===== src/rtl/tcop_pkg.sv =====
package tcop_pkg;
  localparam int unsigned ADDR_CTRL = 0;
  localparam int unsigned ADDR_OUT  = 1;

  localparam int unsigned BIT_EN   = 0;
  localparam int unsigned BIT_MODE = 1;
  localparam int unsigned BIT_LVL  = 2;

  typedef struct packed {
    logic lvl;
    logic mode;
    logic en;
  } ctrl_t;

  typedef enum logic [1:0] {
    ACT_HOLD = 2'd0,
    ACT_SET  = 2'd1,
    ACT_CLR  = 2'd2,
    ACT_TOG  = 2'd3
  } act_e;
endpackage


===== src/rtl/tcop_ctrl_regs.sv =====
module tcop_ctrl_regs #(
  parameter int unsigned ADDR_W = 2,
  parameter int unsigned DATA_W = 8
) (
  input  logic                 clk_i,
  input  logic                 rst_ni,
  input  logic                 wr_en_i,
  input  logic [ADDR_W-1:0]    addr_i,
  input  logic [DATA_W-1:0]    wdata_i,
  input  logic                 q_i,
  output tcop_pkg::ctrl_t      ctrl_o,
  output logic                 sw_wr_o,
  output logic                 sw_bit_o,
  output logic [DATA_W-1:0]    rdata_o
);
  import tcop_pkg::*;

  localparam logic [ADDR_W-1:0] A_CTRL = ADDR_W'(ADDR_CTRL);
  localparam logic [ADDR_W-1:0] A_OUT  = ADDR_W'(ADDR_OUT);

  ctrl_t ctrl_q;
  logic  ctrl_we;

  assign ctrl_we  = wr_en_i && (addr_i == A_CTRL);
  assign sw_wr_o  = wr_en_i && (addr_i == A_OUT);
  assign sw_bit_o = wdata_i[0];

  always_ff @(posedge clk_i or negedge rst_ni) begin
    if (!rst_ni) begin
      ctrl_q <= '0;
    end else if (ctrl_we) begin
      ctrl_q.en   <= wdata_i[BIT_EN];
      ctrl_q.mode <= wdata_i[BIT_MODE];
      ctrl_q.lvl  <= wdata_i[BIT_LVL];
    end
  end

  assign ctrl_o = ctrl_q;

  always_comb begin
    rdata_o = '0;
    if (addr_i == A_CTRL) begin
      rdata_o[BIT_EN]   = ctrl_q.en;
      rdata_o[BIT_MODE] = ctrl_q.mode;
      rdata_o[BIT_LVL]  = ctrl_q.lvl;
    end else if (addr_i == A_OUT) begin
      rdata_o[0] = q_i;
    end
  end
endmodule


===== src/rtl/tcop_evt_decode.sv =====
module tcop_evt_decode (
  input  tcop_pkg::ctrl_t ctrl_i,
  input  logic            mst_evt_i,
  input  logic            slv_evt_i,
  output tcop_pkg::act_e  act_o
);
  import tcop_pkg::*;

  always_comb begin
    act_o = ACT_HOLD;
    if (ctrl_i.en) begin
      if (!ctrl_i.mode) begin
        if (slv_evt_i) act_o = ACT_TOG;
      end else if (slv_evt_i) begin
        // slave has priority: masks a coincident master strobe
        act_o = ctrl_i.lvl ? ACT_SET : ACT_CLR;
      end else if (mst_evt_i) begin
        act_o = ctrl_i.lvl ? ACT_CLR : ACT_SET;
      end
    end
  end
endmodule


===== src/rtl/tcop_out_latch.sv =====
module tcop_out_latch (
  input  logic           clk_i,
  input  logic           rst_ni,
  input  logic           en_i,
  input  tcop_pkg::act_e act_i,
  input  logic           sw_wr_i,
  input  logic           sw_bit_i,
  output logic           q_o
);
  import tcop_pkg::*;

  logic q_q, q_d;

  always_comb begin
    q_d = q_q;
    if (en_i) begin
      unique case (act_i)
        ACT_SET:  q_d = 1'b1;
        ACT_CLR:  q_d = 1'b0;
        ACT_TOG:  q_d = ~q_q;
        default:  q_d = q_q;
      endcase
    end else if (sw_wr_i) begin
      q_d = sw_bit_i;
    end
  end

  always_ff @(posedge clk_i or negedge rst_ni) begin
    if (!rst_ni) q_q <= 1'b0;
    else         q_q <= q_d;
  end

  assign q_o = q_q;
endmodule


===== src/rtl/tmr_out_ctrl.sv =====
module tmr_out_ctrl #(
  parameter int unsigned ADDR_W = 2,
  parameter int unsigned DATA_W = 8
) (
  input  logic              clk_i,
  input  logic              rst_ni,
  input  logic              wr_en_i,
  input  logic [ADDR_W-1:0] addr_i,
  input  logic [DATA_W-1:0] wdata_i,
  output logic [DATA_W-1:0] rdata_o,
  input  logic              mst_evt_i,
  input  logic              slv_evt_i,
  output logic              tout_o
);
  import tcop_pkg::*;

  ctrl_t ctrl;
  act_e  act;
  logic  sw_wr, sw_bit, q;
  logic  en_q, mode_q, lvl_q;

  tcop_ctrl_regs #(.ADDR_W(ADDR_W), .DATA_W(DATA_W)) u_regs (
    .clk_i    (clk_i),
    .rst_ni   (rst_ni),
    .wr_en_i  (wr_en_i),
    .addr_i   (addr_i),
    .wdata_i  (wdata_i),
    .q_i      (q),
    .ctrl_o   (ctrl),
    .sw_wr_o  (sw_wr),
    .sw_bit_o (sw_bit),
    .rdata_o  (rdata_o)
  );

  tcop_evt_decode u_dec (
    .ctrl_i    (ctrl),
    .mst_evt_i (mst_evt_i),
    .slv_evt_i (slv_evt_i),
    .act_o     (act)
  );

  tcop_out_latch u_latch (
    .clk_i    (clk_i),
    .rst_ni   (rst_ni),
    .en_i     (ctrl.en),
    .act_i    (act),
    .sw_wr_i  (sw_wr),
    .sw_bit_i (sw_bit),
    .q_o      (q)
  );

  assign en_q   = ctrl.en;
  assign mode_q = ctrl.mode;
  assign lvl_q  = ctrl.lvl;
  assign tout_o = q;
endmodule


===== config.mk =====
export PLATFORM = sky130hd
export DESIGN_NAME = tmr_out_ctrl
export DESIGN_NICKNAME = d
export VERILOG_FILES = /design/src/rtl/tcop_pkg.sv /design/src/rtl/tcop_ctrl_regs.sv /design/src/rtl/tcop_evt_decode.sv /design/src/rtl/tcop_out_latch.sv /design/src/rtl/tmr_out_ctrl.sv
export SDC_FILE = /design/constraint.sdc
export NUM_CORES = 1
export LEC_CHECK = 0
export BUFFER_PORTS_ARGS = -buffer_cell sky130_fd_sc_hd__buf_2
export CORE_AREA = 3 3 40 42
export CTS_BUF_LIST = sky130_fd_sc_hd__clkbuf_8
export DETAILED_ROUTE_END_ITERATION = 8
export DIE_AREA = 0 0 43 45
export SLEW_MARGIN = 20
export SYNTH_ARGS = -nofsm -noshare
export SYNTH_HDL_FRONTEND = slang
export SYNTH_SLANG_ARGS = --single-unit

===== constraint.sdc =====
create_clock -name clk_i -period 2.6 [get_ports clk_i]
set_input_delay 0.78 -clock clk_i [delete_from_list [all_inputs] [get_ports clk_i]]
set_output_delay 0.78 -clock clk_i [all_outputs]
set_load 0.1 [all_outputs]

==> summary.md <==
| Metric | Value |
|---|---|
| Setup TNS | 0 ns |
| Via-to-Cell Ratio | 4.12 |
| Clock transition at path regs | 0.03 ns |
| Min setup slack post-route | 0.382 ns |
| Crit Path Category | input port to primary output |
| Gr ovfl total | 0 |
| CTS H-tree lvls | 1 |
| Max IR drop VDD | 362 µV |
| CTS root buf | clkbuf_8 |
| DR vias | 272 |
| Power Density | 932 nW/µm² |
| Critical path fanouts, max | 3 |
| Row count | 13 |
| Global-route wire length before repair | 1.19 mm |
| Startpoint type of the worst setup path | input port |
| Average size of a mapped cell | 9.73 µm² |
| Inserted Diodes | 0 |
| Initial Utilization | 0.273 |
| Largest net degree at the start of global routing | 8 |
| Post-CTS Hold Buffers | 0 |
| # resized after CTS | 0 |
| Post-CTS Setup Bufs | 0 |
| Crit. End Element | primary output |
| Post-synthesis cell area | 350 µm² |
| Die X | 43 µm |
| Post-DRT Antenna Nets | 0 |
| Final Cycle Share | 0.853 |
| CTS Buffer Depth | 2 |
| Layout Nets | 70 |
| # DRC | 0 |
| Vias in the first global route | 280 |
| Post-route core utilization | 0.393 |
| Final Max Slew Viols | 0 |
| Leakage power | 0.259 nW |
| Post-Route WL | 672 µm |
| Tmin final | 2.22 ns |
| Worst-Skew Late Latency | 0.22 ns |
| Overall Power | 471 µW |
| Hold Slack | 0.362 ns |
| Hold crit path type | input port to asynchronous set/reset pin |
| Synth Instances | 36 |
| Post-synth cell types | 16 |
| Fmax | 0.451 GHz |
| CP arrival | 1.44 ns |
| Yosys warnings | 0 |
| DIE AREA | 1940 µm² |
| Final Skew | 0.00164 ns |
| Area grow syn2layout | 44.3% |
| Sequential share of the synthesized area | 0.286 |
| Initial drt markers | 2 |
| Pre-antenna DRT Iters | 2 |
| Num ports | 24 |
| Most common cell after layout, fill and taps aside | buf_2 |
| IO buf count | 13 |
| Core area | 1280 µm² |
| Die Ht | 45 µm |
| Final Hold Viols | 0 |
| RSZ-0062 raised after global routing | no |
| Initial antenna violation count | 0 |
| Setup-failing EPs final | 0 |
| GRT Util Overall | 0.0903 |
| Max Cap Viol | 0 |
| Worst EP required | 1.82 ns |
| Wire per inst | 10.2 µm |
| Seq cells post-synth | 4 |
| CTS tree | yes |
| Highest-count cells in the layout ignoring fill and taps | buf_2 (10), conb_1 (5), nor2b_1 (4), mux2i_1 (4), dfrtp_1 (4) |
| Share of cells above drive strength 1 | 0.471 |
| Outcome | completed |
| Worst slack at placement | 0.372 ns |
| CTS Buf Count | 3 |
| Final Wtd Congestion | 0.662 |
| TritonCTS Sinks | 4 |
## worst max-delay path: stages
cell and delay, ns:
buf_2 0.12, mux2i_1 0.31, nor2_4 0.06, buf_12 0.17
## registers in the layout, summed over array words and instances (netlist names)
name           count
u_latch.q_o        1
u_regs.ctrl_o      3
## logic make-up (layout without fill, tap and decap cells)
family          count (synthesis)  count (layout)  synth area share
simple gates                   15              15             0.243
mux                             7               7             0.243
buf+inv                         5              16             0.107
flops                           4               4             0.286
fa+ha+maj                       2               2            0.0714
compound gates                  2               2            0.0393
other cells                     1               5            0.0107
## area by class of cell
class / instances / area, µm²
Timing Repair Buffer: 13 / 110
Multi-Input combinational cell: 31 / 235
Clock buffer: 3 / 41.3
Fill cell: 142 / 779
Tap cell: 15 / 18.8
Sequential cell: 4 / 100
## path summary, 6_finish.rpt
kind	startpoint	to	slack [ns]	cells past startpoint
setup reg to reg	u_regs.ctrl_o[1]$_DFFE_PN0P_	u_latch.q_o$_DFFE_PN0P_	0.96	6
min in group clk_i	u_regs.ctrl_o[1]$_DFFE_PN0P_	u_regs.ctrl_o[1]$_DFFE_PN0P_	0.56	1
hold reg to reg	u_regs.ctrl_o[1]$_DFFE_PN0P_	u_regs.ctrl_o[1]$_DFFE_PN0P_	0.56	1
setup / recovery	addr_i[0]	rdata_o[0]	0.38	4
hold / removal	rst_ni	u_regs.ctrl_o[1]$_DFFE_PN0P_	0.36	1
max in group asynchronous	rst_ni	u_regs.ctrl_o[0]$_DFFE_PN0P_	2.12	1
## synth_stat cells
master	instances	share of area
a211oi_1	1	0.021
and2_2	2	0.043
buf_4	5	0.11
conb_1	1	0.011
dfrtp_1	4	0.29
ha_1	2	0.071
mux2_4	3	0.13
mux2i_1	4	0.11
nand2_1	3	0.032
nand2_2	1	0.018
nand2b_1	1	0.018
nand3b_1	1	0.021
nor2_1	2	0.021
nor2_2	1	0.018
nor2b_1	4	0.071
o22ai_1	1	0.018
## stage by stage
stage / instances / cell area (µm²)
after global routing: 66 / 505
after global placement: 63 / 464
final: 66 / 505
after CTS: 66 / 505
after floorplan: 40 / 373
after detailed placement: 63 / 464
## routing by layer
| metal | vias to the layer above | track usage | part of all wire |
|---|---|---|---|
| met3 | 5 | 0.0717 | 0.12 |
| li1 | 141 | - | - |
| met1 | 113 | 0.0976 | 0.40 |
| met5 | - | 0 | 0 |
| met4 | 0 | 0.0542 | 0.024 |
| met2 | 13 | 0.123 | 0.46 |
## where the power goes
group	internal [mW]	switching (mW)	leakage (nW)
registers	0.0793	0.0197	0.0477
clock network	0.0985	0.0301	0.0216
logic	0.0730	0.170	0.190
total	0.251	0.220	0.259
Note: power is estimated with default switching activity, not from simulation.
